`src/rtl/sercfg_pkg.sv`:
```
package sercfg_pkg;
  localparam int ADDR_W   = 2;
  localparam int NUM_REGS = 1 << ADDR_W;
  localparam int SYNC_STAGES = 2;

  typedef enum logic [ADDR_W-1:0] {
    CFG_SEL_A = 2'd0,
    CFG_SEL_B = 2'd1,
    CFG_SEL_C = 2'd2,
    CFG_SEL_D = 2'd3
  } cfg_sel_e;
endpackage

```
`src/rtl/sercfg_sync.sv`:
```
module sercfg_sync #(
  parameter int WIDTH  = 3,
  parameter int STAGES = 2
) (
  input  logic             clk,
  input  logic             rst,
  input  logic [WIDTH-1:0] d_i,
  output logic [WIDTH-1:0] q_o
);
  logic [WIDTH-1:0] stg_q [STAGES];

  always_ff @(posedge clk) begin
    if (rst) stg_q[0] <= '0;
    else     stg_q[0] <= d_i;
  end

  for (genvar s = 1; s < STAGES; s++) begin : g_stage
    always_ff @(posedge clk) begin
      if (rst) stg_q[s] <= '0;
      else     stg_q[s] <= stg_q[s-1];
    end
  end

  assign q_o = stg_q[STAGES-1];
endmodule

```
`src/rtl/sercfg_mode.sv`:
```
module sercfg_mode #(
  parameter int SETTLE = 3
) (
  input  logic clk,
  input  logic rst,
  input  logic en_s_i,
  output logic settled_o,
  output logic prog_o,
  output logic load_o
);
  localparam int CNT_W = $clog2(SETTLE + 1);

  logic [CNT_W-1:0] settle_cnt_q;
  logic             en_prev_q;
  logic             prog_q;
  logic             settled;

  assign settled = (settle_cnt_q == CNT_W'(SETTLE));

  always_ff @(posedge clk) begin
    if (rst) begin
      settle_cnt_q <= '0;
      en_prev_q    <= 1'b0;
      prog_q       <= 1'b0;
    end else begin
      en_prev_q <= en_s_i;
      if (!settled) settle_cnt_q <= settle_cnt_q + 1'b1;
      if (settled && (en_s_i != en_prev_q)) prog_q <= 1'b1;
    end
  end

  // the registered mode bit gates loads, so the mode-changing edge loads nothing
  assign load_o    = settled && prog_q && en_s_i && !en_prev_q;
  assign prog_o    = prog_q;
  assign settled_o = settled;
endmodule

```
`src/rtl/sercfg_shifter.sv`:
```
module sercfg_shifter #(
  parameter int WORD_W = 24
) (
  input  logic              clk,
  input  logic              rst,
  input  logic              run_i,
  input  logic              sclk_s_i,
  input  logic              dat_s_i,
  output logic [WORD_W-1:0] word_o
);
  logic              sclk_prev_q;
  logic [WORD_W-1:0] shreg_q;

  always_ff @(posedge clk) begin
    if (rst) begin
      sclk_prev_q <= 1'b0;
      shreg_q     <= '0;
    end else begin
      sclk_prev_q <= sclk_s_i;
      if (run_i && sclk_s_i && !sclk_prev_q)
        shreg_q <= {shreg_q[WORD_W-2:0], dat_s_i};
    end
  end

  assign word_o = shreg_q;
endmodule

```
`src/rtl/sercfg_regfile.sv`:
```
module sercfg_regfile
  import sercfg_pkg::*;
#(
  parameter int DATA_W = 22
) (
  input  logic                     clk,
  input  logic                     rst,
  input  logic                     load_i,
  input  logic [ADDR_W+DATA_W-1:0] word_i,
  output logic [DATA_W-1:0]        regs_o [NUM_REGS],
  output logic                     stb_o,
  output logic [ADDR_W-1:0]        addr_o
);
  localparam int WORD_W = ADDR_W + DATA_W;

  logic [ADDR_W-1:0] sel;
  logic [DATA_W-1:0] regs_q [NUM_REGS];

  assign sel = word_i[WORD_W-1 -: ADDR_W];

  for (genvar g = 0; g < NUM_REGS; g++) begin : g_reg
    always_ff @(posedge clk) begin
      if (rst)
        regs_q[g] <= '0;
      else if (load_i && (sel == ADDR_W'(g)))
        regs_q[g] <= word_i[DATA_W-1:0];
    end
    assign regs_o[g] = regs_q[g];
  end

  always_ff @(posedge clk) begin
    if (rst) begin
      stb_o  <= 1'b0;
      addr_o <= '0;
    end else begin
      stb_o <= load_i;
      if (load_i) addr_o <= sel;
    end
  end
endmodule

```
`src/rtl/sercfg_bank.sv`:
```
module sercfg_bank
  import sercfg_pkg::*;
#(
  parameter int DATA_W = 22
) (
  input  logic              clk,
  input  logic              rst,
  input  logic              ser_clk_i,
  input  logic              ser_dat_i,
  input  logic              ser_en_i,
  output logic              prog_mode_o,
  output logic              upd_stb_o,
  output logic [ADDR_W-1:0] upd_addr_o,
  output logic [DATA_W-1:0] cfg_a_o,
  output logic [DATA_W-1:0] cfg_b_o,
  output logic [DATA_W-1:0] cfg_c_o,
  output logic [DATA_W-1:0] cfg_d_o
);
  localparam int WORD_W = ADDR_W + DATA_W;
  localparam int SETTLE = SYNC_STAGES + 1;

  logic [2:0]        sync_q;
  logic              settled;
  logic              load;
  logic [WORD_W-1:0] word;
  logic [DATA_W-1:0] regs [NUM_REGS];

  sercfg_sync #(.WIDTH(3), .STAGES(SYNC_STAGES)) u_sync (
    .clk (clk),
    .rst (rst),
    .d_i ({ser_en_i, ser_dat_i, ser_clk_i}),
    .q_o (sync_q)
  );

  sercfg_mode #(.SETTLE(SETTLE)) u_mode (
    .clk       (clk),
    .rst       (rst),
    .en_s_i    (sync_q[2]),
    .settled_o (settled),
    .prog_o    (prog_mode_o),
    .load_o    (load)
  );

  sercfg_shifter #(.WORD_W(WORD_W)) u_shift (
    .clk      (clk),
    .rst      (rst),
    .run_i    (settled),
    .sclk_s_i (sync_q[0]),
    .dat_s_i  (sync_q[1]),
    .word_o   (word)
  );

  sercfg_regfile #(.DATA_W(DATA_W)) u_regs (
    .clk    (clk),
    .rst    (rst),
    .load_i (load),
    .word_i (word),
    .regs_o (regs),
    .stb_o  (upd_stb_o),
    .addr_o (upd_addr_o)
  );

  assign cfg_a_o = regs[CFG_SEL_A];
  assign cfg_b_o = regs[CFG_SEL_B];
  assign cfg_c_o = regs[CFG_SEL_C];
  assign cfg_d_o = regs[CFG_SEL_D];
endmodule

```
`config.mk`:
```
export PLATFORM = sky130hd
export DESIGN_NAME = sercfg_bank
export DESIGN_NICKNAME = d
export VERILOG_FILES = /design/src/rtl/sercfg_pkg.sv /design/src/rtl/sercfg_sync.sv /design/src/rtl/sercfg_mode.sv /design/src/rtl/sercfg_shifter.sv /design/src/rtl/sercfg_regfile.sv /design/src/rtl/sercfg_bank.sv
export SDC_FILE = /design/constraint.sdc
export NUM_CORES = 1
export LEC_CHECK = 0
export ABC_AREA = 0
export BUFFER_PORTS_ARGS = -buffer_cell sky130_fd_sc_hd__buf_2
export CELL_PAD_IN_SITES_DETAIL_PLACEMENT = 1
export CELL_PAD_IN_SITES_GLOBAL_PLACEMENT = 2
export CORE_UTILIZATION = 34
export CTS_CLUSTER_DIAMETER = 120
export DETAILED_ROUTE_END_ITERATION = 10
export GPL_TIMING_DRIVEN = 0
export PLACE_DENSITY = 0.74
export SLEW_MARGIN = 10
export SYNTH_ARGS = -nofsm -noshare
export SYNTH_HDL_FRONTEND = slang
export SYNTH_SLANG_ARGS = --single-unit
```
`constraint.sdc`:
```
create_clock -name clk -period 2.5 [get_ports clk]
set_clock_uncertainty 0.05 [all_clocks]
set_input_delay 0.375 -clock clk [delete_from_list [all_inputs] [get_ports clk]]
set_output_delay 0.375 -clock clk [all_outputs]
set_load 0.01 [all_outputs]
```
# --- Yosys cells after proc, flatten, opt, wreduce, memory -nomap -nowiden ---
# Memories as Yosys holds them, arrays and structs flattened.
# Cells that the tools add are included.
word_totals:
  regBits: 32
  ramBits: 94
  input_bits: 5
  out_inout_bits: 92
  word_cells: 55
  mem_count: 2
memory_table:
  columns: ["name", "words", "word_bits", "read_ports", "rd_ports_with_merged_regs", "write_ports", "line", "rtl"]
  rows:
  - ["u_regs.regs_q", 4, 22, 4, 0, 4, "sercfg_regfile.sv:17", "logic [DATA_W-1:0] regs_q [NUM_REGS];"]
  - ["u_sync.stg_q", 2, 3, 2, 0, 2, "sercfg_sync.sv:10", "logic [WIDTH-1:0] stg_q [STAGES];"]
classes:
  add_sub_neg: 1
  eq_ne: 5
  mux: 21
  n_bitwise: 6
  n_reduce_logical: 13
ops:
  columns: ["cell", "n"]
  rows:
  - ["2-to-1 mux 22 bit", 4]
  - ["2-to-1 mux 1 bit", 15]
  - ["logical AND 1 bit", 10]
  - ["equality test 2 bit (second input constant)", 3]
  - ["2-to-1 mux 3 bit", 2]
  - ["OR 1 bit", 6]
  - ["adder 2 x 1 -> 2 bit (second input constant)", 1]
  - ["equality test 2 x 1 -> 1 bit (second input constant)", 1]
  - ["logical NOT 1 bit", 2]
  - ["logical NOT 2 bit", 1]
  - ["inequality test 1 bit", 1]

# --- Depth between registers and ports, before layout ---
# Gate-level depths: netlist of run 1.
logic_depth:
  ltp_word: 9
  ltp_mapped: 6
  ltp_nobuf: 3

# --- By module ---
# Synthesis of run 1 repeated with hierarchy kept, for this count alone.
hier_totals:
  hier_cells: 314
  area_unflattened_um2: 4813.4
modules_own_cells:
  columns: ["mod", "n_inst", "cells_per_inst", "area_per_inst_um2", "seq_area_each_um2"]
  rows:
  - ["sercfg_regfile", 1, 205, 3509.6, 2702.6]
  - ["sercfg_shifter", 1, 82, 980.9, 500.5]
  - ["sercfg_mode", 1, 15, 165.2, 80.1]
  - ["sercfg_sync", 1, 12, 157.7, 120.1]

# --- Worst setup path after synthesis of run 1 ---
# No wires, ideal clock.
synth_timing:
  kind: "register to register"
  startpoint: "register u_mode.settle_cnt_q[0]"
  endpoint: "memory u_regs.regs_q[1][0], enable pin"
  setup_time_ns: 0.406
  arrival_time_ns: 2.131
  t_required_ns: 2.044
  path_slack_ns: -0.086
  path_stages_with_launch: 7
  path_buffers: 3
  synth_period_minus_slack_ns: 2.586
  cell_sequence: "dfxtp_1 > ha_1 > buf_4 > nand4b_4 > buf_6 > buf_2 > o21bai_1"
synth_lines:
  columns: ["item", "line", "rtl"]
  rows:
  - ["from (decl)", "sercfg_mode.sv:13", "logic [CNT_W-1:0] settle_cnt_q;"]
  - ["from (signal assigned)", "sercfg_mode.sv:27", "if (!settled) settle_cnt_q <= settle_cnt_q + 1'b1;"]
  - ["to (decl)", "sercfg_regfile.sv:17", null]

==> impl_results.md, run 1 <==
* Outcome: finished, final reports clean
* Min-Delay Path Class: in -> reg
* PwrDens at 783.9 nW/um^2
* Die area at 14910 um^2
* Core box area at 13990 um^2
* CP Max Fanout at 16
* Critical path class: reg -> reg
* F_max at around 440 MHz
* Gr usage total at approximately 17%
* IO Pins at 97
* Slowest-stage cell, CP: o21bai_2
* Num Clock Sinks at ~130
* Share of cells above drive strength 1 at between 30% and 40%
* ANT cells at 0
* Yosys cell types at 29
* Maximum vdd drop at approximately 0.36 mV
* Slew HR at between 60% and 70%
* CP Data Arrival Time at 2.31 ns
* Unrepaired setup endpoints after global routing: false
* Crit share post-route at approximately 90%
* Power Total at slightly below 5 mW
* CTS tree: done
* WP buf/inv at 4
* Sequential area share after synthesis at a little over two thirds
* Grt ovf at 0
* Commonest non-fill, non-tap cell in the layout: buf_2
* Row count at between 40 and 50
* CP Capture Type: register
* # nets final at 461
* Synthesized area per cell at 14.56 um^2
* Register Area at between 3000 and 4000 um^2
* Chip height at between 100 and 150 um
* Hpwl dp at ~8.6 mm
* Post-synthesis cell count at 337
* Post-route setup TNS at 0 ns
* CTS Buf Count at 17
* Max Cap Viol at 0
* Hold Worst Slack at ~0.12 ns
* Clk slew on worst S/H paths at 0.05 ns
* Synthesis-stage register bit count at between 100 and 150
* Initial Utilization at a little over a third
* Global placement routability congestion at 0.7895
* Vias per cell at between 4 and 5
* Worst Path Required at between 2 and 3 ns
* DRC Markers at 0
* First-pass GRT wire length at between 15 and 20 mm
* PortBufs at between 90 and 100
* Footprint of the multi-input gates at around 1300 um^2
* Final setup vio count at 0
* Initial DRT Pass Iterations at 4
* Root buffer cell: clkbuf_16
* Chip width at around 120 um
* Crit path launch type: register
* Largest stage delay on the critical path at about 0.44 ns
* Post-layout util at 44.83%
* Placement Setup Slack at slightly below 0.09 ns
* Worst-Margin Slew at 0.5875 ns
* DR iter-0 viols at between 200 and 250
* Max Buffers Root-to-Sink at 2
* Synthesis Warnings at 0
* CTS H-tree depth at 4
* Synth-to-Final Area Change at 27.82%
* Setup ws final at 0.2525 ns
* Routed vias at between 3000 and 4000
* Leak at between 2 and 2.5 nW
* Crit-path leading delay family: buffers and inverters
* Initial antenna violation count at 0
* Hold Buf Count CTS at 0
* Routed WL per cell at between 15 and 20 um
* Clock network latency to the later pin of the worst-skew pair at around 0.41 ns
* Cells along the critical path: ha_1 -> buf_4 -> nand4b_4 -> buf_6 -> buf_2 -> o21bai_2 -> buf_8
* Mapped Area at 4906 um^2
* Final min period at ~2.2 ns
* Mapped Nets at 343
* Antenna viol nets, final at 0
* Commonest cells after routing, fill and taps aside: buf_2 (107), edfxtp_1 (88), nor4b_1 (41), dfxtp_1 (38), nor3_1 (31)
* Fin. Hold Viols at 0
* WL final at 11.89 mm
* Vias in the first global route at 3224
* Largest net degree at the start of global routing at 17
* Filler Cells Inserted at ~1500
* Fin. max-slew vios at 0
kinds of logic (layout without fill, tap and decap cells):
group                    Yosys count  in the layout  share of synthesized area [%]
AO/OA/AOI/OAI                      5              5                         0.7652
XOR/XNOR                           2              2                         0.3571
adder cells (fa/ha/maj)            1              1                         0.2550
buffers and inverters             36            167                          3.826
flip-flops                       126            126                          69.37
multiplexers                      27             27                          5.509
AND/OR/NAND/NOR                  140            140                          19.92
synthesized netlist by cell type:
cell type / n / area (um^2)
a211oi_1: 1 / 7.510
and3b_1: 1 / 8.760
buf_1: 2 / 7.510
buf_2: 12 / 60.06
buf_4: 4 / 30.03
buf_6: 3 / 33.78
clkbuf_1: 12 / 45.04
clkinv_1: 1 / 3.750
dfxtp_1: 38 / 760.7
edfxtp_1: 88 / 2643
ha_1: 1 / 12.51
inv_1: 2 / 7.510
mux2i_1: 27 / 270.3
nand2_1: 6 / 22.52
nand2b_1: 29 / 181.4
nand3b_1: 1 / 7.510
nand4b_4: 1 / 23.77
nor2_1: 4 / 15.01
nor2b_1: 8 / 50.05
nor3_1: 31 / 155.2
nor4_1: 11 / 68.82
nor4_2: 2 / 25.02
nor4b_1: 41 / 359.1
nor4b_2: 3 / 45.04
o21bai_1: 4 / 30.03
or2_1: 1 / 6.260
or3b_2: 1 / 8.760
xnor2_1: 1 / 8.760
xor2_1: 1 / 8.760
per-layer routing:
layer  track usage [%]  routed length (um)
met5                 0                   0
met4             7.088                 116
met3             4.167                 523
met2             28.60                6252
met1             20.12                4996
cell type report:
| class | count | share of cell area (%) |
|---|---|---|
| clock buffers | 24 | 7.841 |
| repair buffers | 99 | 8.480 |
| well taps | 180 | 3.591 |
| clock inverters | 8 | 1.377 |
| multi-input cells | 175 | 21.45 |
| inverters | 3 | 0.1796 |
| flip-flops and latches | 126 | 54.27 |
| plain buffers | 33 | 2.813 |
worst paths after layout:
path	cells after the start	slack (ns)	endpoint	startpoint
setup reg to reg	7	0.25	u_regs.regs_q[1][7]	u_mode.settle_cnt_q[0]
hold / removal	2	0.12	u_sync.stg_q[0][0]	ser_clk_i
setup / recovery	7	0.25	u_regs.regs_q[1][7]	u_mode.settle_cnt_q[0]
hold reg to reg	1	0.39	u_sync.stg_q[1][1]	u_sync.stg_q[0][1]
state kept, by name, indices dropped and copies added, names as in the netlist:
| signal | count |
|---|---|
| u_sync.stg_q | 6 |
| u_shift.word_o | 24 |
| u_regs.stb_o | 1 |
| u_shift.sclk_prev_q | 1 |
| u_mode.en_prev_q | 1 |
| u_mode.prog_o | 1 |
| u_mode.settle_cnt_q | 2 |
| u_regs.addr_o | 2 |
| u_regs.regs_q | 88 |
per-stage QoR:
step,instance area [um^2],cells
3_5_place_dp,5678,616
5_1_grt,6271,648
4_1_cts,6256,648
2_1_floorplan,4906,337
6_report,6271,648
3_3_place_gp,5607,612
worst register-to-register path, cell delays in order (launching register included):
cell      delay [ns]
dfxtp_1         0.35
ha_1            0.15
buf_4           0.15
nand4b_4        0.16
buf_6           0.19
buf_2           0.22
o21bai_2        0.44
buf_8           0.24
power by group:
group,internal [mW],switching (mW),leakage (nW)
combinational,0.0851,0.127,0.788
sequential,2.30,0.0270,1.17
clock,1.56,0.817,0.286
total,3.94,0.972,2.25
what timing repair did:
action / 4_1_cts / 5_1_grt
gates resized for setup: 0 / 2
endpoints found under the setup margin: 0 / 10
setup buffers: 0 / 0
(Power assumes the default switching activity.)
==> run 2, diff against run 1 <==
ABC_AREA = 1   (was 0)
CORE_UTILIZATION = 32   (was 34)
==> run 2 against run 1 <==
Compared with the run above: die area decreased by 0.60%; combinational power decreased by 11%; area after synthesis decreased by 6.5%; cell count increased by 7.4%; register-to-register slack about the same; worst setup slack improved by 0.0073 ns; via count decreased by 5.3%; routed wire length decreased by 9.5%; first-iteration DRC count decreased by 18%; total power decreased by 5.0%; largest cell class unchanged.
==> impl_results.md, run 2 <==
* Outcome: finished, final reports clean
* Core box area at 13930 um^2 (-0.38%)
* Sequential area share after synthesis at 74.15% (+4.8 points)
* Crit share post-route at 89.61% (-0.29 points)
* Synth area leader: edfxtp_1
* IO Pins at 97 (unchanged)
* Leak at 2.421 nW (+7.7%)
* Main combinational cell family by area after synthesis: simple AND/OR/NAND/NOR gates
* Largest stage delay on the critical path at 0.75 ns (+0.31 ns)
* Top-area cell type share of the netlist area at 57.58% (+3.7 points)
* Asr flop ratio synth at 0% (unchanged)
* PortBufs at 96 (+1.1%)
* ANT cells at 0 (unchanged)
* Crit-path leading delay family: compound AO/OA/AOI/OAI gates
* Max FFs per register at 88 (unchanged)
* Slew HR at 40.92% (-20 points)
* CP Max Fanout at 22 (+6)
* Max Cap Viol at 0 (unchanged)
* Largest Register: u_regs.regs_q
* Non-Filler Instances at 696 (+7.4%)
* Min-Delay Path Class: in -> reg
* Vias per cell at 4.398 (-12%)
* R2R Path Start: u_mode.settle_cnt_q[0]
* Fin. max-slew vios at 0 (unchanged)
* Routed WL per cell at 15.46 um (-16%)
* Initial DRT Pass Iterations at 4 (unchanged)
* Slowest-stage cell, CP: o21ai_4
* PwrDens at 789.8 nW/um^2 (+0.75%)
* Critical path class: reg -> reg
* Commonest non-fill, non-tap cell in the layout: nor2_1
* Main flop type after synthesis: edfxtp_1
* Die area at 14820 um^2 (-0.60%)
* Final setup vio count at 0 (unchanged)
* Global placement routability congestion at 0.7182 (-9.0%)
* Clock network latency to the later pin of the worst-skew pair at 0.42 ns (about the same)
* Crit path launch type: register
* Synthesis Warnings at 0 (unchanged)
* Final min period at 2.240 ns (-0.007286 ns)
* Initial antenna violation count at 0 (unchanged)
* Share of cells above drive strength 1 at 28.29% (-4.8 points)
* XOR/XNOR share of the synthesized area at 0% (-0.36 points)
* Maximum vdd drop at 0.4781 mV (+32%)
* Post-synth EDFFs at 88 (unchanged)
* Post-Synth Simple-Gate Area at 16.17% (-3.8 points)
* Row count at 43 (unchanged)
* Initial Utilization at 32.94% (-2.1 points)
* Synth area leaders: edfxtp_1 (58%), dfxtp_1 (17%), nor2_1 (13%)
* Synthesis-stage register bit count at 126 (unchanged)
* First-pass GRT wire length at 17.03 mm (-4.8%)
* Hpwl dp at 7.305 mm (-15%)
* Mapped Area at 4589 um^2 (-6.5%)
* Synth Area in Compound Gates at 3.490% (+2.7 points)
* WP buf/inv at 1 (-3)
* Post-synthesis cell count at 386 (+15%)
* # nets final at 509 (+10%)
* Mapped Nets at 392 (+14%)
* Cells along the critical path: ha_1 -> nand2_2 -> inv_1 -> nand3_1 -> o21ai_4
* Routed vias at 3061 (-5.3%)
* CP startpoint: u_mode.settle_cnt_q[0]
* Chip height at 121.8 um (-0.30%)
* Commonest cells after routing, fill and taps aside: nor2_1 (154), buf_2 (98), edfxtp_1 (88), dfxtp_1 (38), inv_1 (37)
* CTS H-tree depth at 4 (unchanged)
* Gr usage total at 15.90% (-0.89 points)
* Grt ovf at 0 (unchanged)
* Vias in the first global route at 3178 (-1.4%)
* DR iter-0 viols at 166 (-18%)
* DRC Markers at 0 (unchanged)
* Fin. Hold Viols at 0 (unchanged)
* Filler Cells Inserted at 1526 (+4.7%)
* Hold Buf Count CTS at 0 (unchanged)
* CTS tree: done
* Num Clock Sinks at 126 (unchanged)
* Post-synthesis adder-cell area fraction at 0.2726% (+0.018 points)
* Hold Worst Slack at 0.1084 ns (-0.01488 ns)
* Unrepaired setup endpoints after global routing: false
* # placed instances at 664 (+7.8%)
* Chip width at 121.8 um (-0.30%)
* CTS Buf Count at 17 (unchanged)
* WL final at 10.76 mm (-9.5%)
* Min-delay src: ser_clk_i
* CP Data Arrival Time at 2.22 ns (-0.09 ns)
* Worst-Margin Slew at 0.8829 ns (+0.2953 ns)
* F_max at 446.4 MHz (+0.33%)
* Mux share of post-synthesis cell area at 0% (-5.5 points)
* Max Buffers Root-to-Sink at 2 (unchanged)
* Synth-to-Final Area Change at 28.84%
* Most frequent cells after synthesis: nor2_1 (154), edfxtp_1 (88), dfxtp_1 (38)
* Clk slew on worst S/H paths at 0.05 ns (about the same)
* CP Capture Type: register
* Post-route setup TNS at 0 ns (unchanged)
* Worst Path Required at 2.48 ns (-0.08 ns)
* Postcts setup bufs at 0 (unchanged)
* Root buffer cell: clkbuf_16
* Yosys cell types at 22 (-24%)
* Finished layout cell area at 5913 um^2 (-5.7%)
* Largest net degree at the start of global routing at 23 (+6)
* PostCTS Resize Cnt at 0 (unchanged)
* Synthesized area per cell at 11.89 um^2 (-18%)
* Dominant cell by count in the synthesized netlist: nor2_1
* Antenna viol nets, final at 0 (unchanged)
* Area after DPL at 5395 um^2 (-5.0%)
-- run 2: cell type report --
| type | instances | area (um^2) | share of cell area [%] |
|---|---|---|---|
| Tap cell | 180 | 225.2 | 3.809 |
| Clock buffer | 23 | 447.9 | 7.575 |
| Buffer | 16 | 125.1 | 2.116 |
| Clock inverter | 9 | 70.07 | 1.185 |
| Timing Repair Buffer | 98 | 535.5 | 9.056 |
| Multi-Input combinational cell | 205 | 959.7 | 16.23 |
| Inverter | 39 | 146.4 | 2.476 |
| Sequential cell | 126 | 3403 | 57.55 |
-- run 2: final timing paths --
check,end,slack (ns),cells past startpoint
max,u_regs.regs_q[0][10],0.26,5
min,u_sync.stg_q[0][0],0.11,3
max reg2reg,u_regs.regs_q[0][10],0.26,5
min reg2reg,u_sync.stg_q[1][2],0.35,2
-- run 2: report_power, final --
part | internal, mW | leakage (nW) | total (mW) | switching, mW
Combinational | 0.0632 | 0.957 | 0.189 | 0.126
Sequential | 2.30 | 1.22 | 2.32 | 0.0264
Clock | 1.34 | 0.247 | 2.16 | 0.815
-- run 2: worst min-delay path, delay by kind of cell --
family	cells	cell delay, ns
buffers and inverters	2	0.10
AND/OR/NAND/NOR	1	0.06
-- run 2: kinds of logic (layout without fill, tap and decap cells) --
family | Yosys count | count (layout)
compound gates | 32 | 32
simple gates | 172 | 172
buf+inv | 55 | 185
fa+ha+maj | 1 | 1
flops | 126 | 126
-- run 2: metal layers --
layer | track usage (%) | vias to the layer above | routed length, um
met5 | 0 | - | 0
met4 | 6.327 | 0 | 126
met3 | 4.963 | 14 | 456
li1 | - | 1492 | -
met2 | 25.88 | 72 | 5295
met1 | 19.55 | 1483 | 4885
-- run 2: stage by stage --
stage               utilization [%]  setup WS, ns  total power [mW]
floorplan                         -       -0.4257             2.455
global placement              38.00        -1.757             2.539
detailed placement            38.72        0.2158             2.557
CTS                           42.44        0.2246             4.719
global route                  42.44       0.09394             4.827
finish                        42.44        0.2598             4.670
